===== config.mk =====
export PLATFORM = sky130hd
export DESIGN_NAME = trap_ctrl_unit
export DESIGN_NICKNAME = d
export VERILOG_FILES = /design/src/rtl/trap_pkg.sv /design/src/rtl/trap_arbiter.sv /design/src/rtl/trap_status.sv /design/src/rtl/trap_regfile.sv /design/src/rtl/trap_ctrl_unit.sv
export SDC_FILE = /design/constraint.sdc
export NUM_CORES = 1
export LEC_CHECK = 0
export BUFFER_PORTS_ARGS = -buffer_cell sky130_fd_sc_hd__buf_2
export CORE_MARGIN = 1
export CORE_UTILIZATION = 45
export CTS_BUF_LIST = sky130_fd_sc_hd__clkbuf_8
export CTS_CLUSTER_DIAMETER = 80
export CTS_CLUSTER_SIZE = 25
export DETAILED_ROUTE_END_ITERATION = 10
export PLACE_DENSITY = 0.74
export SETUP_SLACK_MARGIN = 0.2
export SLEW_MARGIN = 20
export SYNTH_ARGS = -nofsm -noshare
export SYNTH_HDL_FRONTEND = slang
export SYNTH_HIERARCHICAL = 1
export SYNTH_SLANG_ARGS = --single-unit

===== constraint.sdc =====
create_clock -name clk -period 5.1 [get_ports clk]
set_input_delay 0.255 -clock clk [delete_from_list [all_inputs] [get_ports clk]]
set_output_delay 0.255 -clock clk [all_outputs]
set_load 0.005 [all_outputs]

===== src/rtl/trap_pkg.sv =====
package trap_pkg;
  localparam int unsigned CAUSE_W = 5;
  localparam logic [CAUSE_W-1:0] CAUSE_TICK    = 5'd0;
  localparam logic [CAUSE_W-1:0] CAUSE_ADDR    = 5'd4;
  localparam logic [CAUSE_W-1:0] CAUSE_SYSCALL = 5'd8;
  localparam logic [CAUSE_W-1:0] CAUSE_ILLEGAL = 5'd10;
  localparam logic [CAUSE_W-1:0] CAUSE_OVF     = 5'd12;
  localparam logic [CAUSE_W-1:0] CAUSE_PAGE    = 5'd13;
  localparam logic [CAUSE_W-1:0] CAUSE_PROT    = 5'd14;
  localparam logic [CAUSE_W-1:0] CAUSE_DIV0    = 5'd15;

  typedef enum logic [1:0] {
    SEL_STATUS = 2'd0,
    SEL_CAUSE  = 2'd1,
    SEL_EPC    = 2'd2,
    SEL_BADV   = 2'd3
  } csr_sel_e;

  typedef struct packed {
    logic take;
    logic dbl;
    logic halt;
    logic ret;
    logic wr;
  } trap_act_t;

  function automatic logic cause_has_addr(input logic [CAUSE_W-1:0] c);
    return (c == CAUSE_ADDR) || (c == CAUSE_PAGE) || (c == CAUSE_PROT);
  endfunction
endpackage


===== src/rtl/trap_arbiter.sv =====
module trap_arbiter
  import trap_pkg::*;
(
  input  logic               flt_req,
  input  logic [CAUSE_W-1:0] flt_code,
  input  logic               sys_req,
  input  logic               tick_req,
  input  logic               ret_req,
  input  logic               csr_we,
  input  logic               kernel,
  input  logic               en,
  input  logic               dflt,
  input  logic               shut,
  output trap_act_t          act,
  output logic [CAUSE_W-1:0] code
);
  logic sync_any;

  always_comb begin
    sync_any = flt_req | sys_req;
    act      = '0;
    if (!shut) begin
      if (en && (sync_any || tick_req))   act.take = 1'b1;
      else if (!en && sync_any && !dflt)  act.dbl  = 1'b1;
      else if (!en && sync_any && dflt)   act.halt = 1'b1;
      else if (ret_req && kernel)         act.ret  = 1'b1;
      else if (csr_we && kernel)          act.wr   = 1'b1;
    end
  end

  always_comb begin
    if (flt_req)      code = flt_code;
    else if (sys_req) code = CAUSE_SYSCALL;
    else              code = CAUSE_TICK;
  end
endmodule


===== src/rtl/trap_status.sv =====
module trap_status
  import trap_pkg::*;
(
  input  logic      clk,
  input  logic      rst_n,
  input  trap_act_t act,
  input  csr_sel_e  wr_sel,
  input  logic [1:0] wr_bits,
  output logic      kernel_o,
  output logic      en_o,
  output logic      dflt_o,
  output logic      shut_o
);
  logic kernel_q, en_q, dflt_q, shut_q;
  logic kernel_d, en_d, dflt_d, shut_d;

  always_comb begin
    kernel_d = kernel_q;
    en_d     = en_q;
    dflt_d   = dflt_q;
    shut_d   = shut_q;
    if (act.halt) begin
      shut_d = 1'b1;
    end else if (act.take) begin
      kernel_d = 1'b1;
      en_d     = 1'b0;
    end else if (act.dbl) begin
      dflt_d   = 1'b1;
      kernel_d = 1'b1;
      en_d     = 1'b0;
    end else if (act.ret) begin
      kernel_d = 1'b0;
      en_d     = 1'b1;
      dflt_d   = 1'b0;
    end else if (act.wr && wr_sel == SEL_STATUS) begin
      en_d     = wr_bits[0];
      kernel_d = wr_bits[1];
    end
  end

  always_ff @(posedge clk or negedge rst_n) begin
    if (!rst_n) begin
      kernel_q <= 1'b1;
      en_q     <= 1'b0;
      dflt_q   <= 1'b0;
      shut_q   <= 1'b0;
    end else begin
      kernel_q <= kernel_d;
      en_q     <= en_d;
      dflt_q   <= dflt_d;
      shut_q   <= shut_d;
    end
  end

  assign kernel_o = kernel_q;
  assign en_o     = en_q;
  assign dflt_o   = dflt_q;
  assign shut_o   = shut_q;

  assert_take_masks_R4: assert property (@(posedge clk) disable iff (!rst_n)
    act.take |=> (kernel_q && !en_q));
  assert_ret_user_R9: assert property (@(posedge clk) disable iff (!rst_n)
    act.ret |=> (!kernel_q && en_q && !dflt_q));
  assert_dbl_flag_R7: assert property (@(posedge clk) disable iff (!rst_n)
    act.dbl |=> dflt_q);
  assert_shut_sticky_R8: assert property (@(posedge clk) disable iff (!rst_n)
    shut_q |=> shut_q);
endmodule


===== src/rtl/trap_regfile.sv =====
module trap_regfile
  import trap_pkg::*;
#(
  parameter int unsigned XLEN = 32
)(
  input  logic               clk,
  input  logic               rst_n,
  input  trap_act_t          act,
  input  logic [CAUSE_W-1:0] code,
  input  logic [XLEN-1:0]    pc_i,
  input  logic [XLEN-1:0]    addr_i,
  input  csr_sel_e           sel,
  input  logic [XLEN-1:0]    wdata,
  input  logic [3:0]         status_bits,
  output logic [XLEN-1:0]    epc_o,
  output logic [XLEN-1:0]    rdata
);
  logic [XLEN-1:0]    epc_q, epc_d, badv_q, badv_d;
  logic [CAUSE_W-1:0] cause_q, cause_d;
  logic wr_epc, wr_cause, wr_badv;

  always_comb begin
    wr_epc   = act.wr && (sel == SEL_EPC);
    wr_cause = act.wr && (sel == SEL_CAUSE);
    wr_badv  = act.wr && (sel == SEL_BADV);
    epc_d    = epc_q;
    cause_d  = cause_q;
    badv_d   = badv_q;
    if (act.take) begin
      epc_d   = pc_i;
      cause_d = code;
      if (cause_has_addr(code)) badv_d = addr_i;
    end else begin
      if (wr_epc)   epc_d   = wdata;
      if (wr_cause) cause_d = wdata[CAUSE_W-1:0];
      if (wr_badv)  badv_d  = wdata;
    end
  end

  always_ff @(posedge clk or negedge rst_n) begin
    if (!rst_n) begin
      epc_q   <= '0;
      cause_q <= '0;
      badv_q  <= '0;
    end else begin
      epc_q   <= epc_d;
      cause_q <= cause_d;
      badv_q  <= badv_d;
    end
  end

  always_comb begin
    unique case (sel)
      SEL_STATUS: rdata = {{(XLEN-4){1'b0}}, status_bits};
      SEL_CAUSE:  rdata = {{(XLEN-CAUSE_W){1'b0}}, cause_q};
      SEL_EPC:    rdata = epc_q;
      default:    rdata = badv_q;
    endcase
  end

  assign epc_o = epc_q;

  assert_epc_capture_R2: assert property (@(posedge clk) disable iff (!rst_n)
    act.take |=> (epc_q == $past(pc_i)));
  assert_epc_stable_R12: assert property (@(posedge clk) disable iff (!rst_n)
    !(act.take || wr_epc) |=> $stable(epc_q));
  assert_cause_stable_R12: assert property (@(posedge clk) disable iff (!rst_n)
    !(act.take || wr_cause) |=> $stable(cause_q));
  assert_badv_keep_R3: assert property (@(posedge clk) disable iff (!rst_n)
    (act.take && !cause_has_addr(code) && !wr_badv) |=> $stable(badv_q));
endmodule


===== src/rtl/trap_ctrl_unit.sv =====
module trap_ctrl_unit
  import trap_pkg::*;
#(
  parameter int unsigned     XLEN       = 32,
  parameter logic [XLEN-1:0] VEC_MAIN   = 32'h8000_0180,
  parameter logic [XLEN-1:0] VEC_DOUBLE = 32'h8000_0300
)(
  input  logic               clk,
  input  logic               rst_n,
  input  logic               flt_req,
  input  logic [CAUSE_W-1:0] flt_code,
  input  logic [XLEN-1:0]    trap_pc,
  input  logic [XLEN-1:0]    flt_addr,
  input  logic               sys_req,
  input  logic               tick_req,
  input  logic               ret_req,
  input  logic               csr_we,
  input  logic [1:0]         csr_sel,
  input  logic [XLEN-1:0]    csr_wdata,
  output logic [XLEN-1:0]    csr_rdata,
  output logic               redir_valid,
  output logic [XLEN-1:0]    redir_pc,
  output logic               kernel_mode,
  output logic               trap_en,
  output logic               double_fault,
  output logic               shutdown
);
  trap_act_t          act;
  logic [CAUSE_W-1:0] code;
  logic [XLEN-1:0]    epc, raw_rdata;
  csr_sel_e           sel;

  assign sel = csr_sel_e'(csr_sel);

  trap_arbiter u_arb (
    .flt_req (flt_req),  .flt_code(flt_code), .sys_req(sys_req),
    .tick_req(tick_req), .ret_req (ret_req),  .csr_we (csr_we),
    .kernel  (kernel_mode), .en(trap_en), .dflt(double_fault),
    .shut    (shutdown), .act(act), .code(code)
  );

  trap_status u_st (
    .clk(clk), .rst_n(rst_n), .act(act), .wr_sel(sel),
    .wr_bits(csr_wdata[1:0]), .kernel_o(kernel_mode), .en_o(trap_en),
    .dflt_o(double_fault), .shut_o(shutdown)
  );

  trap_regfile #(.XLEN(XLEN)) u_rf (
    .clk(clk), .rst_n(rst_n), .act(act), .code(code), .pc_i(trap_pc),
    .addr_i(flt_addr), .sel(sel), .wdata(csr_wdata),
    .status_bits({shutdown, double_fault, kernel_mode, trap_en}),
    .epc_o(epc), .rdata(raw_rdata)
  );

  always_comb begin
    redir_valid = act.take | act.dbl | act.ret;
    if (act.take)     redir_pc = VEC_MAIN;
    else if (act.dbl) redir_pc = VEC_DOUBLE;
    else              redir_pc = epc;
  end

  assign csr_rdata = kernel_mode ? raw_rdata : '0;

  assert_halt_no_redir_R8: assert property (@(posedge clk) disable iff (!rst_n)
    shutdown |-> !redir_valid);
  assert_user_read_zero_R11: assert property (@(posedge clk) disable iff (!rst_n)
    !kernel_mode |-> (csr_rdata == '0));
endmodule


---- Word-level counts from Yosys, hierarchy flattened ----
Cells that the tools add are included.
word-level totals
  output and inout bits ................... 69
  logic and storage cells ................. 76
  flip-flop bits (word level) ............. 73
  bits of input ports ..................... 110
cells by class
  bitwise gates (word level) .............. 5
  equality and inequality tests ........... 7
  muxes and demuxes ....................... 33
  reductions and logical operators ........ 24
operator list
  kind                                                 count
  2-to-1 mux 32 bit                                    8
  one-hot mux 32 bit (3 select lines)                  1
  2-to-1 mux 5 bit                                     4
  2-to-1 mux 1 bit                                     16
  equality test 5 x 4 -> 1 bit, second input constant  2
  logical AND 1 bit                                    10
  2-to-1 mux 4 bit                                     2
  nonzero test 2 bit                                   4
  equality test 5 x 3 -> 1 bit, second input constant  1
  equality test 2 bit, second input constant           2
  AND reduction 2 bit                                  2
  nonzero test 4 bit                                   1
  logical OR 1 bit                                     3
  2-to-1 mux 3 bit                                     1
  bitwise OR 1 bit                                     3
  AND reduction 3 bit                                  1
  equality test 2 x 1 -> 1 bit, second input constant  1
  logical NOT 1 bit                                    2
  logical NOT 2 bit                                    1
  2-to-1 mux 2 bit                                     1
  != test 2 x 1 -> 1 bit, second input constant        1
  inverter 1 bit                                       2

---- Depth between registers and ports, before layout ----
  word-level depth ........................ 12
  depth in mapped cells ................... 8
  mapped depth without buffers ............ 5

---- Hierarchy ----
Netlist, hierarchy kept.
by module, submodules not included
  module          area an instance (µm²)  instances  cells an instance
  trap_regfile    4065.1                  1          340
  trap_ctrl_unit  457.9                   1          73
  trap_status     188.9                   1          18
  trap_arbiter    115.1                   1          15

---- Worst setup path after synthesis ----
OpenSTA, ideal clock, no wires.
  path kind ............................... register to register
  from .................................... reg u_st.shut_q (netlist: u_st/shut_o)
  to ...................................... reg u_rf.badv_q[10]
  data arrival time ....................... 2387 ps
  path slack .............................. 2588 ps
  stages on the path, launching flop included .. 6
  clock period less this slack ............ 2512 ps
  path through ............................ dfrtp_1 -> nor3b_1 -> buf_4 -> buf_1 -> mux2_1 -> mux2_4
RTL lines
  what                    RTL line            text
  start, declared         trap_status.sv:14   logic kernel_q, en_q, dflt_q, shut_q;
  start signal, assigned  trap_status.sv:51   shut_q <= shut_d;
  end signal, assigned    trap_regfile.sv:48  badv_q <= badv_d;
  end, declared           trap_regfile.sv:18  logic [XLEN-1:0] epc_q, epc_d, badv_q, badv_d;

==> run summary <==
# diodes = 0
Core ar. = 10400 µm²
1st-pass router iterations = 4
crit-path max FO = 39
sequential share of the synthesized area = 0.379
Netlist Area Pre-Place = 4830 µm²
final cycle utilization of the critical path = 0.583
startpoint type of the worst setup path = flop
Routed wire per std cell = 16.2 µm
Period minus WS final = 2.97 ns
Final setup viols = 0
Port Buf Inserts = 178
largest cells by area after synthesis = dfrtp_1 37%, mux2i_1 13%, mux2_4 9.3%
# fillers = 932
Post-synth EDFFs = 0
H-tree levels = 3
count leader, synth = dfrtp_1
max-slew violation count = 0
Layout area overhead = 23.5%
P_leak = 3.15 nW
post_cts resized = 0
Max transition margin = 0.371
RSZ-0062 raised after global routing = no
share of layout cells above drive strength 1 = 0.404
multi-input logic area = 2810 µm²
fraction of registers with async set/reset = 1.00
vias per std cell = 5.16
predominant post-synthesis flop cell = dfrtp_1
Peak VDD IR = 0.174 mV
Layout Skew = 0.0104 ns
Die X = 106 µm
CTS tree = yes
Die Ht = 106 µm
max_cap viols = 0
DRT antenna net count = 0
Skew-Pair Late Insertion Delay = 0.34 ns
Yosys Warn Count = 6
Layout Utilization = 0.575
# clock sinks = 73
gp weighted congestion = 0.847
gr ovfl total = 0
Commonest cells post-synth = 72 x dfrtp_1, 64 x and2_1, 63 x mux2i_1
Syn Nets = 556
Starting Density = 0.465
drt drc = 0
post-synth top area share = 0.373
Syn Area/Cell = 10.8 µm²
Yosys top cell by area = dfrtp_1
die area = 11100 µm²
fmax = 0.337 GHz
first-pass GRT wire length = 19600 µm
Post-Route WL = 12100 µm
via count = 3860
Yosys reg bits = 73
vias in the first global route = 3947
Iteration-0 DRC Markers = 124
Synth Instances = 446
hold_ws = 0.0446 ns
Register Area = 1830 µm²
Slew @ Worst Pin = 0.943 ns
CP Capture Type = flop
Longest Clk Path Bufs = 2
Pwr Density = 425 nW/µm²
outcome = completed
nets = 718
placed cell count = 733
CP Class = reg2reg
synth unique cells = 40
Post CTS Setup Buffer Count = 0
Final Hold Fails = 0
cts bufs inserted = 9
Arrival @ worst endpoint = 3.20 ns
total power = 2.53 mW
data required time of the worst path = 5.33 ns
largest net degree at the start of global routing = 78
GRT Util Overall = 0.224
final std cells w/o fill = 748
Worst-path clk slew = 0.08 ns
antenna violations before repair = 1
CTS Hold Buffers Added = 0
I/O pin count = 179
clock root cell = clkbuf_8
Cell Rows = 37
worst hold path type = in2async
DP Wirelength = 8590 µm
total negative setup slack = 0 ns
## final cells by class
class                           count  area share
Clock buffer                       11      0.0254
Clock inverter                      4     0.00882
Inverter                            3     0.00189
Multi-Input combinational cell    338       0.472
Sequential cell                    73       0.307
Tap cell                          136      0.0286
Timing Repair Buffer              183       0.157
## cells in the final DEF (no fill, tap or decap), types with 2 or more instances in the layout
cell	synthesis	layout
clkbuf_8	0	11
mux2_1	34	34
nor4b_2	2	2
nand2_1	40	40
and3_1	2	2
a21o_1	2	2
buf_4	5	7
nor2_1	6	6
o21ai_1	37	37
inv_1	3	3
nor2b_1	27	27
mux4_2	4	4
mux2i_1	63	63
buf_2	5	176
nand3b_1	2	2
clkinvlp_4	0	3
or3_1	3	3
dfrtp_1	72	72
mux2_4	30	30
and2_1	64	64
mux2_2	4	4
## critical path, stage by stage (launching register included)
cell       delay [ns]
dfrtp_1          0.48
nor3b_2          0.25
buf_4            0.39
nand4bb_1        0.22
o221ai_4         0.68
buf_4            0.45
mux2_2           0.37
## routing by layer
metal | up-vias | track usage | wire length (µm)
met5 | - | 0 | 13
met4 | 2 | 0.0784 | 235
met3 | 22 | 0.0433 | 627
met2 | 133 | 0.383 | 6000
met1 | 1842 | 0.281 | 5270
li1 | 1861 | - | -
## final timing paths
| check | startpoint | end | slack, ns | cells past startpoint |
|---|---|---|---|---|
| min in group clk | trap_pc[5] | u_rf/epc_o[5] | 0.12 | 3 |
| worst max register to register | u_st/shut_o | u_rf/badv_q[31] | 2.13 | 6 |
| worst max-delay path | u_st/shut_o | u_rf/badv_q[31] | 2.13 | 6 |
| worst min register to register | u_rf/badv_q[27] | u_rf/badv_q[27] | 0.51 | 1 |
| max in group asynchronous | rst_n | u_rf/badv_q[22] | 4.43 | 1 |
| worst min-delay path | rst_n | u_rf/epc_o[27] | 0.04 | 1 |
## kinds of logic after synthesis
family                 Yosys count  synth area share
AND/OR/NAND/NOR                159             0.195
buffers and inverters           35            0.0433
multiplexers                   135             0.331
flip-flops                      73             0.379
XOR/XNOR                         1           0.00181
AO/OA/AOI/OAI                   43            0.0498
## power by group
group / internal [mW] / leakage (nW) / total (mW) / switching (mW)
Sequential: 0.833 / 0.947 / 1.04 / 0.212
Clock: 0.250 / 0.0937 / 0.464 / 0.214
Combinational: 0.603 / 2.11 / 1.02 / 0.420
Total: 1.69 / 3.15 / 2.53 / 0.846
## flip-flops by register name, indices dropped and copies added, names as in the netlist
signal	cells
u_rf/badv_q	32
u_rf/epc_o	32
u_rf/cause_q	5
u_st/dflt_o	1
u_st/en_o	1
u_st/kernel_o	1
u_st/shut_o	1
## through the flow
step           area (µm²)  setup slack (ns)
2_1_floorplan        4830              2.59
3_3_place_gp         5750              2.19
3_5_place_dp         5750              2.10
4_1_cts              5960              2.10
5_1_grt              5960              1.91
6_report             5960              2.13
(Power assumes the default switching activity.)
